`src/rtl/lvsup_pkg.sv`:
```
package lvsup_pkg;

    localparam int DATA_W = 8;

    // Register image, most significant field first
    typedef struct packed {
        logic [1:0] spare;
        logic       status;
        logic       aux;
        logic       run_en;
        logic [2:0] tap;
    } ctrl_reg_t;

    typedef struct packed {
        logic ref_on;
        logic rst_cmp_on;
        logic det_cmp_on;
    } supply_en_t;

    typedef enum logic [1:0] {
        MODE_NONE     = 2'b00,
        MODE_RST_ONLY = 2'b01,
        MODE_DET_ONLY = 2'b10,
        MODE_BOTH     = 2'b11
    } opt_mode_e;

    function automatic opt_mode_e mode_of(input logic det_opt, input logic rst_opt);
        return opt_mode_e'({det_opt, rst_opt});
    endfunction

    // Priority table: build options first, runtime bit second
    function automatic supply_en_t en_lookup(input opt_mode_e mode, input logic run);
        supply_en_t e;
        e = '0;
        case (mode)
            MODE_BOTH: begin
                e.ref_on     = 1'b1;
                e.rst_cmp_on = 1'b1;
                e.det_cmp_on = run;
            end
            MODE_DET_ONLY: begin
                e.ref_on     = run;
                e.rst_cmp_on = 1'b0;
                e.det_cmp_on = run;
            end
            MODE_RST_ONLY: begin
                e.ref_on     = 1'b1;
                e.rst_cmp_on = 1'b1;
                e.det_cmp_on = 1'b0;
            end
            default: e = '0;
        endcase
        return e;
    endfunction

    function automatic logic [DATA_W-1:0] read_view(input ctrl_reg_t r);
        ctrl_reg_t v;
        v       = r;
        v.spare = 2'b00;
        return v;
    endfunction

endpackage

```
`src/rtl/lvsup_sync.sv`:
```
module lvsup_sync #(
    parameter int STAGES = 2
) (
    input  logic clk,
    input  logic rst,
    input  logic d,
    output logic q
);
    logic [STAGES-1:0] chain;

    generate
        for (genvar i = 0; i < STAGES; i++) begin : g_stage
            if (i == 0) begin : g_first
                always_ff @(posedge clk) begin
                    if (rst) chain[0] <= 1'b0;
                    else     chain[0] <= d;
                end
            end else begin : g_next
                always_ff @(posedge clk) begin
                    if (rst) chain[i] <= 1'b0;
                    else     chain[i] <= chain[i-1];
                end
            end
        end
    endgenerate

    assign q = chain[STAGES-1];
endmodule

```
`src/rtl/lvsup_ctrl_reg.sv`:
```
module lvsup_ctrl_reg
    import lvsup_pkg::*;
#(
    parameter int ADDR_W   = 4,
    parameter int REG_ADDR = 9
) (
    input  logic              clk,
    input  logic              rst,
    input  logic              wr_en,
    input  logic [ADDR_W-1:0] addr,
    input  logic [DATA_W-1:0] wdata,
    input  logic              det_on,
    input  logic              det_level,
    output logic [DATA_W-1:0] rdata,
    output logic [2:0]        tap,
    output logic              run_en,
    output logic              status
);
    localparam logic [ADDR_W-1:0] HIT_ADDR = ADDR_W'(REG_ADDR);

    ctrl_reg_t cur;
    ctrl_reg_t wimg;
    logic      hit;

    assign wimg = ctrl_reg_t'(wdata);
    assign hit  = wr_en && (addr == HIT_ADDR);

    always_ff @(posedge clk) begin
        if (rst) begin
            cur <= '0;
        end else begin
            if (hit) begin
                cur.tap    <= wimg.tap;
                cur.run_en <= wimg.run_en;
                cur.aux    <= wimg.aux;
            end
            // status is hardware-owned: software data never reaches it
            cur.status <= det_on & det_level;
            cur.spare  <= 2'b00;
        end
    end

    assign rdata  = read_view(cur);
    assign tap    = cur.tap;
    assign run_en = cur.run_en;
    assign status = cur.status;
endmodule

```
`src/rtl/lvsup_rst_hold.sv`:
```
module lvsup_rst_hold #(
    parameter int HOLD_CYCLES = 16
) (
    input  logic clk,
    input  logic rst,
    input  logic active,
    output logic req
);
    localparam int CNT_W = $clog2(HOLD_CYCLES + 1);

    logic [CNT_W-1:0] remain;

    always_ff @(posedge clk) begin
        if (rst) begin
            remain <= '0;
            req    <= 1'b0;
        end else begin
            req <= active || (remain != '0);
            if (active)
                remain <= CNT_W'(HOLD_CYCLES);
            else if (remain != '0)
                remain <= remain - 1'b1;
        end
    end
endmodule

```
`src/rtl/lvsup_ctrl.sv`:
```
module lvsup_ctrl
    import lvsup_pkg::*;
#(
    parameter int ADDR_W      = 4,
    parameter int REG_ADDR    = 9,
    parameter int SYNC_STAGES = 2,
    parameter int HOLD_CYCLES = 16
) (
    input  logic              clk,
    input  logic              rst,
    input  logic              opt_detect_en,
    input  logic              opt_reset_en,
    input  logic              wr_en,
    input  logic [ADDR_W-1:0] addr,
    input  logic [7:0]        wdata,
    output logic [7:0]        rdata,
    input  logic              halt,
    input  logic              lvr_cmp_in,
    input  logic              lvd_cmp_in,
    output logic              ref_en,
    output logic              lvr_cmp_en,
    output logic              lvd_cmp_en,
    output logic              lvd_status,
    output logic [2:0]        tap_sel,
    output logic              chip_rst_req
);
    logic       run_bit;
    logic       det_sync;
    logic       rst_sync;
    logic       lvr_active;
    supply_en_t table_en;

    assign table_en   = en_lookup(mode_of(opt_detect_en, opt_reset_en), run_bit);
    assign ref_en     = table_en.ref_on;
    assign lvd_cmp_en = table_en.det_cmp_on;
    assign lvr_cmp_en = table_en.rst_cmp_on & ~halt;
    assign lvr_active = lvr_cmp_en & rst_sync;

    lvsup_sync #(.STAGES(SYNC_STAGES)) u_det_sync (
        .clk (clk),
        .rst (rst),
        .d   (lvd_cmp_in),
        .q   (det_sync)
    );

    lvsup_sync #(.STAGES(SYNC_STAGES)) u_rst_sync (
        .clk (clk),
        .rst (rst),
        .d   (lvr_cmp_in),
        .q   (rst_sync)
    );

    lvsup_ctrl_reg #(.ADDR_W(ADDR_W), .REG_ADDR(REG_ADDR)) u_reg (
        .clk       (clk),
        .rst       (rst),
        .wr_en     (wr_en),
        .addr      (addr),
        .wdata     (wdata),
        .det_on    (table_en.det_cmp_on),
        .det_level (det_sync),
        .rdata     (rdata),
        .tap       (tap_sel),
        .run_en    (run_bit),
        .status    (lvd_status)
    );

    lvsup_rst_hold #(.HOLD_CYCLES(HOLD_CYCLES)) u_hold (
        .clk    (clk),
        .rst    (rst),
        .active (lvr_active),
        .req    (chip_rst_req)
    );
endmodule

```
`config.mk`:
```
export PLATFORM = sky130hd
export DESIGN_NAME = lvsup_ctrl
export DESIGN_NICKNAME = d
export VERILOG_FILES = /design/src/rtl/lvsup_pkg.sv /design/src/rtl/lvsup_sync.sv /design/src/rtl/lvsup_ctrl_reg.sv /design/src/rtl/lvsup_rst_hold.sv /design/src/rtl/lvsup_ctrl.sv
export SDC_FILE = /design/constraint.sdc
export NUM_CORES = 1
export LEC_CHECK = 0
export ABC_CLOCK_PERIOD_IN_PS = 1500
export BUFFER_PORTS_ARGS = -buffer_cell sky130_fd_sc_hd__buf_4
export CAP_MARGIN = 15
export CELL_PAD_IN_SITES_DETAIL_PLACEMENT = 1
export CELL_PAD_IN_SITES_GLOBAL_PLACEMENT = 1
export CORE_ASPECT_RATIO = 0.7
export CORE_MARGIN = 3
export CORE_UTILIZATION = 31
export DETAILED_ROUTE_END_ITERATION = 7
export GPL_ROUTABILITY_DRIVEN = 0
export GPL_TIMING_DRIVEN = 0
export PLACE_DENSITY_LB_ADDON = 0.1
export SYNTH_ARGS = -nofsm -noshare
export SYNTH_HDL_FRONTEND = slang
export SYNTH_SLANG_ARGS = --single-unit
```
`constraint.sdc`:
```
create_clock -name clk -period 1.5 [get_ports clk]
set_input_delay 0 -clock clk [delete_from_list [all_inputs] [get_ports clk]]
set_output_delay 0 -clock clk [all_outputs]
set_load 0.02 [all_outputs]
```
---- After elaboration in Yosys (flattened, before gate mapping) ----
Cells that the tools add are included.
storage, ports and cells
  register bits after elaboration ......... 16
  output and inout bits ................... 16
operators by class
  add/subtract/negate cells ............... 1
  eq/ne operators ......................... 4
  mux-type cells .......................... 3
  bitwise logic cells ..................... 4
  reduce and logical (&&, ||, !) cells .... 5
operator list
  cell                                               number
  two-way mux 5 bit                                  2
  one-hot mux 3 bit (3 select lines)                 1
  nonzero test 5 bit                                 1
  subtractor 5 x 1 -> 5 bit (second input constant)  1
  == test 2 bit (second input constant)              2
  == test 4 bit (second input constant)              1
  bitwise AND 1 bit                                  3
  == test 2 x 1 -> 1 bit (second input constant)     1
  nonzero test 2 bit                                 1
  OR reduction 2 bit                                 1
  logical AND 1 bit                                  1
  logical OR 1 bit                                   1
  NOT 1 bit                                          1

---- Longest topological paths before layout ----
Gate-level depths: netlist of run 1.
  word-level depth ........................ 5
  depth in mapped cells ................... 5
  depth with buffers taken out ............ 5

---- Cells and area by module ----
Synthesis of run 1 repeated with hierarchy kept, for this count alone.
second synthesis, totals
  cells, all modules ...................... 73
  area, all modules ....................... 728.2 sq um
by module, submodules not included
  module          times used  cells each  area each (sq um)  sequential area each (sq um)
  lvsup_ctrl_reg  1           34          344.1              120.1
  lvsup_rst_hold  1           27          250.2              120.1
  lvsup_sync      2           4           52.6               40.0
  lvsup_ctrl      1           4           28.8               0.0

---- Worst setup path before layout of run 1 ----
Ideal clock, no wire load.
  kind .................................... reg-to-reg
  from .................................... reg u_hold.remain[0]
  to ...................................... reg u_hold.remain[1]
  setup time .............................. 0.086 ns
  data arrival time ....................... 1.134 ns
  path slack .............................. 0.280 ns
  stages on the path, launching flop included .. 6
  period minus slack after synthesis ...... 1.220 ns
  cell sequence ........................... dfxtp_1 -> inv_1 -> ha_1 -> nor4b_4 -> nor2b_1 -> a211oi_1
on the way
  longest elaborated chain between the ends .. 1
  elaborated cells between the ends (all ways) .. 2
  those cells by class .................... 1 x add/sub; 1 x reduce/logical
ends and longest elaborated chain
  element                                                          RTL line                                    text
  from (decl)                                                      lvsup_rst_hold.sv:11                        logic [CNT_W-1:0] remain;
  from (signal assigned)                                           lvsup_rst_hold.sv:20                        remain <= CNT_W'(HOLD_CYCLES);
  from (signal assigned)                                           lvsup_rst_hold.sv:22                        remain <= remain - 1'b1;
  subtractor 5 x 1 -> 5 bit or nonzero test 5 bit (tied branches)  lvsup_rst_hold.sv:22, lvsup_rst_hold.sv:21
Several ways; a longest one is shown, not always the timed one.
A chain may end at the register's enable or synchronous reset.

---- Final worst setup path of run 1 ----
  from .................................... reg u_hold.remain[0]
  to ...................................... reg u_hold.remain[0]
Same word-level chain as after synthesis.

==> impl_metrics.py, run 1 <==
metrics = {
    "timing": {
        "finalCriticalPeriod_ns": 1.35,
        "max_freq_mhz": 739,
        "hold_violations": 0,
        "finalMaxSlewViolations": 0,
        "setup_viol": 0,
        "clock_skew_ns": 0.00121,
        "finalSetupTns_ns": 0,
        "grt_setup_unrepaired": "false",
        "post-route-period-util_pct": 90.2,
    },
    "worst_setup_path": {
        "arrival_ns": 1.53,
        "rr_startpoint": "u_hold.remain[0]",
        "worstPathMaxFanout": 3,
        "critPathTopFamily": "flip-flops",
        "worst-path-stages": 6,
        "cpPeakStageDelay_ns": 0.33,
        "cp-end-kind": "flip-flop",
        "crit_start": "u_hold.remain[0]",
        "required_ns": 1.68,
        "critical_path.slowest_cell": "dfxtp_1",
        "cp-start-kind": "flip-flop",
        "critPathKind": "flip-flop to flip-flop",
        "path_buf_inv": 2,
        "r2r_cells": 6,
        "path_cells": "inv_1 > ha_1 > nor4b_4 > buf_4 > xnor2_1 > nor2_1",
    },
    "final_layout": {
        "fin_nets": 134,
        "syn_to_final_growth_pct": 52.2,
        "n_fill_cell": 240,
        "drive_above_1_share_pct": 40.5,
        "multi_input_area_um2": 318,
        "final_cells": 141,
        "n_antenna_cell": 0,
        "seq_area_um2": 320,
    },
    "route": {
        "via_count": 597,
        "antenna_left": 0,
        "viasPerCell": 4.23,
        "routedWlPerCell_um": 12.5,
        "drc": 0,
        "first_pass_iters": 3,
        "drt_wl_total_um": 1760,
        "first_iter_violations": 5,
    },
    "floorplanning": {
        "initial_utilization_pct": 35.2,
        "ios": 36,
        "die_x_um": 62.7,
        "die_y_um": 45.7,
        "die-area_mm2": 0.00287,
        "core_area_mm2": 0.00198,
        "rows": 13,
    },
    "flow_run": {
        "cap_violations": 0,
    },
    "power": {
        "pwr_density_cell_mw_per_mm2": 1120,
        "clock_power_share_pct": 18.6,
        "p_leak_nw": 0.484,
        "p_seq_share_pct": 44.1,
        "switching_share_pct": 30.1,
        "p_comb_share_pct": 37.3,
        "switchingPower_uw": 359,
        "p_int_uw": 833,
        "peakVddDrop_mv": 0.526,
    },
    "synth": {
        "async_flop_share_pct": 0,
        "netlist_instances": 69,
        "yosys_warnings": 0,
        "netlist_area_um2": 698,
        "yosysUniqueCellTypes": 22,
        "seq_area_frac_synth_pct": 45.9,
        "yosysTopAreaCell": "dfxtp_1",
        "synth_most_common_cell": "dfxtp_1",
        "ys_top_cells_by_count": "dfxtp_1, nand2b_1, buf_4",
        "syn_avg_cell_area_um2": 10.1,
        "synth.area.top_cells": "dfxtp_1, nand2b_1, buf_4, mux2i_1, nor2b_1",
        "synth_edf_count": 0,
        "synth_ff_type": "dfxtp_1",
        "synth-seq-cells": 16,
        "synth_top_area_share_pct": 45.9,
    },
    "cts": {
        "clkTransAtPathRegs_ns": 0.09,
        "clock_path_buffers": 2,
        "clk_latency_ns": 0.28,
        "post_cts_resize_count": 0,
        "cts_tree": "yes",
        "clock-sinks": 16,
        "cts_buffers": 3,
        "cts_root_buf": "clkbuf_4",
        "htreeDepth": 1,
    },
    "worst_hold_path": {
        "hold_class": "primary input to flip-flop",
        "min-delay-start": "wdata[3]",
        "holdPathStages": 3,
    },
    "placement": {
        "hpwl_um": 1290,
        "portBuffers": 30,
        "dp_cells": 130,
    },
    "grt": {
        "antenna_found_initial": 0,
        "grt_first_pass_wirelength_um": 2900,
        "track_usage_pct": 13.9,
        "grt_overflow_total": 0,
        "first_global_vias": 607,
        "grt_max_degree": 11,
    },
    "run_status": {
        "status": "finished clean",
    },
}
==> final timing paths <==
| check | to | slack [ns] |
|---|---|---|
| worst min register to register | u_det_sync.q | 0.45 |
| worst min-delay path | u_reg.run_en | 0.02 |
| worst max register to register | u_hold.remain[0] | 0.15 |
| worst max-delay path | u_hold.remain[0] | 0.15 |
==> through the flow <==
stage / utilization [%] / setup slack, ns / hold slack, ns / cell area (um2) / total power, mW
after floorplan: - / 0.280 / 0.0781 / 702 / 0.802
after global routing: 53.5 / 0.0314 / 0.0191 / 1060 / 1.28
after detailed placement: 48.6 / 0.0577 / 0.217 / 965 / 0.913
after global placement: 48.6 / 0.152 / 0.222 / 965 / 0.896
final: 53.5 / 0.147 / 0.0194 / 1060 / 1.19
after CTS: 52.8 / 0.0435 / 0.0145 / 1050 / 1.15
==> final cells by class <==
cell class	instances	area share, %
inverter	2	0.707
clock buffer	3	2.12
multi-input combinational	44	29.9
sequential	16	30.2
timing repair buffer	38	28.3
tap	30	3.53
buffer	8	5.30
==> flip-flops by register name, summed over array words and instances, names as in the netlist <==
name	cells
u_hold.remain	5
u_reg.rdata	1
u_det_sync.q	1
u_reg.tap	3
u_hold.req	1
u_reg.run_en	1
u_det_sync.chain	1
u_reg.status	1
u_rst_sync.q	1
u_rst_sync.chain	1
==> placed cells by master, fill, tap and decap left out <==
master,netlist,routed
xnor2_1,3,3
ha_1,1,1
a211oi_1,1,1
clkbuf_1,1,1
mux2i_1,5,5
nor2b_1,6,6
dlygate4sd3_1,0,6
nor2_2,1,1
and3b_1,1,1
nand3b_1,1,1
buf_4,7,39
and2_1,1,1
nand2b_1,12,12
a21oi_1,2,2
or2_2,1,1
nor4b_4,1,1
nor3_1,3,3
inv_1,2,2
clkbuf_4,0,3
dfxtp_1,16,16
nand4b_1,1,1
nor2_1,1,1
conb_1,1,2
o21ai_0,1,1
==> tightest hold or removal path: stages <==
cell,delay (ns)
buf_4,0.11
nand2b_1,0.07
mux2i_1,0.07
==> cell families (layout without fill, tap and decap cells) <==
family / count (synthesis) / in the layout / synth area share [%]
simple gates: 29 / 29 / 28.5
fa+ha+maj: 1 / 1 / 1.79
buf+inv: 10 / 51 / 9.14
flops: 16 / 16 / 45.9
compound gates: 4 / 4 / 3.23
mux: 5 / 5 / 7.17
other cells: 1 / 2 / 0.537
xor+xnor: 3 / 3 / 3.76
==> routing by layer <==
metal / track usage [%] / vias up / wire [um]
met4: 6.58 / 0 / 15
met3: 5.68 / 2 / 106
met2: 23.7 / 22 / 844
met1: 15.7 / 268 / 793
li1: - / 305 / -
met5: 0 / - / 0
==> power by group through the flow <==
stage	clock network (mW)	logic, mW	registers, mW
floorplan	0	0.259	0.543
global route	0.250	0.496	0.533
finish	0.222	0.445	0.526
detailed placement	0	0.377	0.536
global placement	0	0.364	0.531
CTS	0.234	0.392	0.527
==> what timing repair did <==
action / in CTS / in global routing
hold buffers: 6 / 0
hold endpoints to repair: 6 / 0
endpoints found under the setup margin: 0 / 1
buffers inserted: 0 / 2
No activity file was read; power rests on OpenSTA's default activity.
==> run 2: changes to the inputs <==
--- a/config.mk
+++ b/config.mk
@@ -5,14 +5,14 @@
 export SDC_FILE = /design/constraint.sdc
 export NUM_CORES = 1
 export LEC_CHECK = 0
-export ABC_CLOCK_PERIOD_IN_PS = 1500
+export ABC_CLOCK_PERIOD_IN_PS = 1700
 export BUFFER_PORTS_ARGS = -buffer_cell sky130_fd_sc_hd__buf_4
 export CAP_MARGIN = 15
 export CELL_PAD_IN_SITES_DETAIL_PLACEMENT = 1
 export CELL_PAD_IN_SITES_GLOBAL_PLACEMENT = 1
 export CORE_ASPECT_RATIO = 0.7
 export CORE_MARGIN = 3
-export CORE_UTILIZATION = 31
+export CORE_UTILIZATION = 30
 export DETAILED_ROUTE_END_ITERATION = 7
 export GPL_ROUTABILITY_DRIVEN = 0
 export GPL_TIMING_DRIVEN = 0
==> constraint.sdc (replaced) <==
create_clock -name clk -period 1.7 [get_ports clk]
set_input_delay 0 -clock clk [delete_from_list [all_inputs] [get_ports clk]]
set_output_delay 0 -clock clk [all_outputs]
set_load 0.02 [all_outputs]
==> run 2 against run 1 <==
Hold slack lost 0.0074 ns. Register-to-register slack gained 0.18 ns. Power shrank 12%. Critical path type unchanged. Clock power grew 13%. Via count shrank 3.2%. Setup slack gained 0.18 ns. Highest routed layer unchanged. Non-clock buffer count shrank 2. Critical endpoint is now u_hold.remain[1]. Die area grew 3.0%. Utilization shrank 0.93 points.
==> impl_metrics.py, run 2 (same netlist as run 1, synthesis figures left out) <==
metrics = {
    "cts": {
        "cts_buffers": 3,
        "clk_latency_ns": 0.28,
        "post_cts_resize_count": 0,
        "clock_path_buffers": 2,
        "htreeDepth": 1,
        "clkTransAtPathRegs_ns": 0.10,
        "cts_tree": "yes",
        "cts_setup_buffers": 0,
        "cts_root_buf": "clkbuf_4",
        "clock-sinks": 16,
    },
    "timing": {
        "finalSetupTns_ns": 0,
        "post-route-period-util_pct": 80.8,
        "clock_skew_ns": 0.00486,
        "hold_violations": 0,
        "grt_setup_unrepaired": "false",
        "setup_viol": 0,
        "finalMaxSlewViolations": 0,
        "fin_ws_ns": 0.327,
        "finalCriticalPeriod_ns": 1.37,
        "whs_ns": 0.0120,
        "max_freq_mhz": 728,
    },
    "power": {
        "switching_share_pct": 29.1,
        "p_int_uw": 745,
        "switchingPower_uw": 306,
        "pwr_density_cell_mw_per_mm2": 990,
        "p_leak_nw": 0.481,
        "clock_power_share_pct": 23.8,
        "p_total_mw": 1.05,
        "p_comb_share_pct": 32.1,
        "p_seq_share_pct": 44.1,
        "peakVddDrop_mv": 0.463,
    },
    "final_layout": {
        "regMostFlops": "u_hold.remain",
        "largestRegisters": "u_hold.remain x5, u_reg.tap x3",
        "largest_reg_flops": 5,
        "n_fill_cell": 248,
        "final_common_cell": "buf_4",
        "drive_above_1_share_pct": 40.0,
        "n_antenna_cell": 0,
        "syn_to_final_growth_pct": 52.0,
        "fin_nets": 132,
        "mostFrequentLayoutCells": "buf_4, dfxtp_1, nand2b_1",
    },
    "worst_setup_path": {
        "critical_path.slowest_cell": "nor4b_4",
        "worstPathMaxFanout": 6,
        "required_ns": 1.91,
        "path_cells": "inv_1 > ha_1 > nor4b_4 > nor2b_1 > a211oi_1",
        "arrival_ns": 1.58,
        "cpPeakStageDelay_ns": 0.37,
        "cp-end-kind": "flip-flop",
        "critPathKind": "flip-flop to flip-flop",
        "cp-start-kind": "flip-flop",
    },
    "route": {
        "viasPerCell": 4.13,
        "antenna_left": 0,
        "drc": 0,
        "via_count": 578,
        "drt_wl_total_um": 1670,
        "first_pass_iters": 3,
        "routedWlPerCell_um": 12.0,
        "first_iter_violations": 12,
    },
    "grt": {
        "antenna_found_initial": 0,
        "grt_max_degree": 11,
        "grt_overflow_total": 0,
        "track_usage_pct": 13.1,
        "first_global_vias": 610,
        "grt_first_pass_wirelength_um": 2880,
    },
    "floorplanning": {
        "die_y_um": 46.4,
        "ios": 36,
        "core_area_mm2": 0.00202,
        "die_x_um": 63.7,
        "initial_utilization_pct": 34.6,
        "die-area_mm2": 0.00295,
        "rows": 13,
    },
    "run_status": {
        "status": "finished clean",
    },
    "flow_run": {
        "cap_violations": 0,
    },
    "placement": {
        "portBuffers": 30,
        "post-place-ws_ns": 0.336,
    },
    "worst_hold_path": {
        "hold_class": "primary input to flip-flop",
    },
}
run 2: power groups by stage:
stage	clock (mW)	combinational, mW	sequential [mW]
finish	0.250	0.337	0.463
global route	0.283	0.385	0.472
CTS	0.259	0.344	0.464
detailed placement	0	0.329	0.472
global placement	0	0.321	0.469
floorplan	0	0.229	0.479
run 2: worst paths after layout:
kind	from	end	slack, ns	cells past startpoint
hold / removal	wdata[4]	u_reg.rdata[4]	0.01	3
setup / recovery	u_hold.remain[0]	u_hold.remain[1]	0.33	5
hold reg to reg	u_rst_sync.chain[0]	u_rst_sync.q	0.44	1
setup reg to reg	u_hold.remain[0]	u_hold.remain[1]	0.33	5
run 2: what timing repair did:
action / 4_1_cts / 5_1_grt
hold endpoints to repair: 6 / 0
endpoints found under the setup margin: 0 / 0
hold buffers: 6 / 0
run 2: per-layer routing:
metal,global-route usage [%],vias to the layer above,part of all wire [%]
li1,-,299,-
met1,13.7,256,43
met2,24.9,21,49
met3,5.37,2,7.2
met4,3.86,0,0.72
met5,0,-,0
run 2: cell type report:
type	instances	area (um2)	share of cell area, %
Buffer	8	56.3	5.31
Clock buffer	4	36.3	3.42
Inverter	2	7.51	0.708
Multi-Input combinational cell	44	318	30.0
Sequential cell	16	320	30.2
Tap cell	30	37.5	3.54
Timing Repair Buffer	36	285	26.9
run 2: critical path, delay by kind of cell, from the launching register on:
family	cells	cell delay (ns)
AOI/OAI and AO/OA	1	0.20
adders and majority gates	1	0.22
buffers and inverters	1	0.09
DFF	1	0.33
and+or+nand+nor	2	0.46
run 2: stage by stage:
stage	instances	utilization [%]	area, um2
global route	140	52.6	1060
finish	140	52.6	1060
detailed placement	130	47.8	965
CTS	140	52.6	1060
global placement	130	47.8	965
floorplan	70	-	702
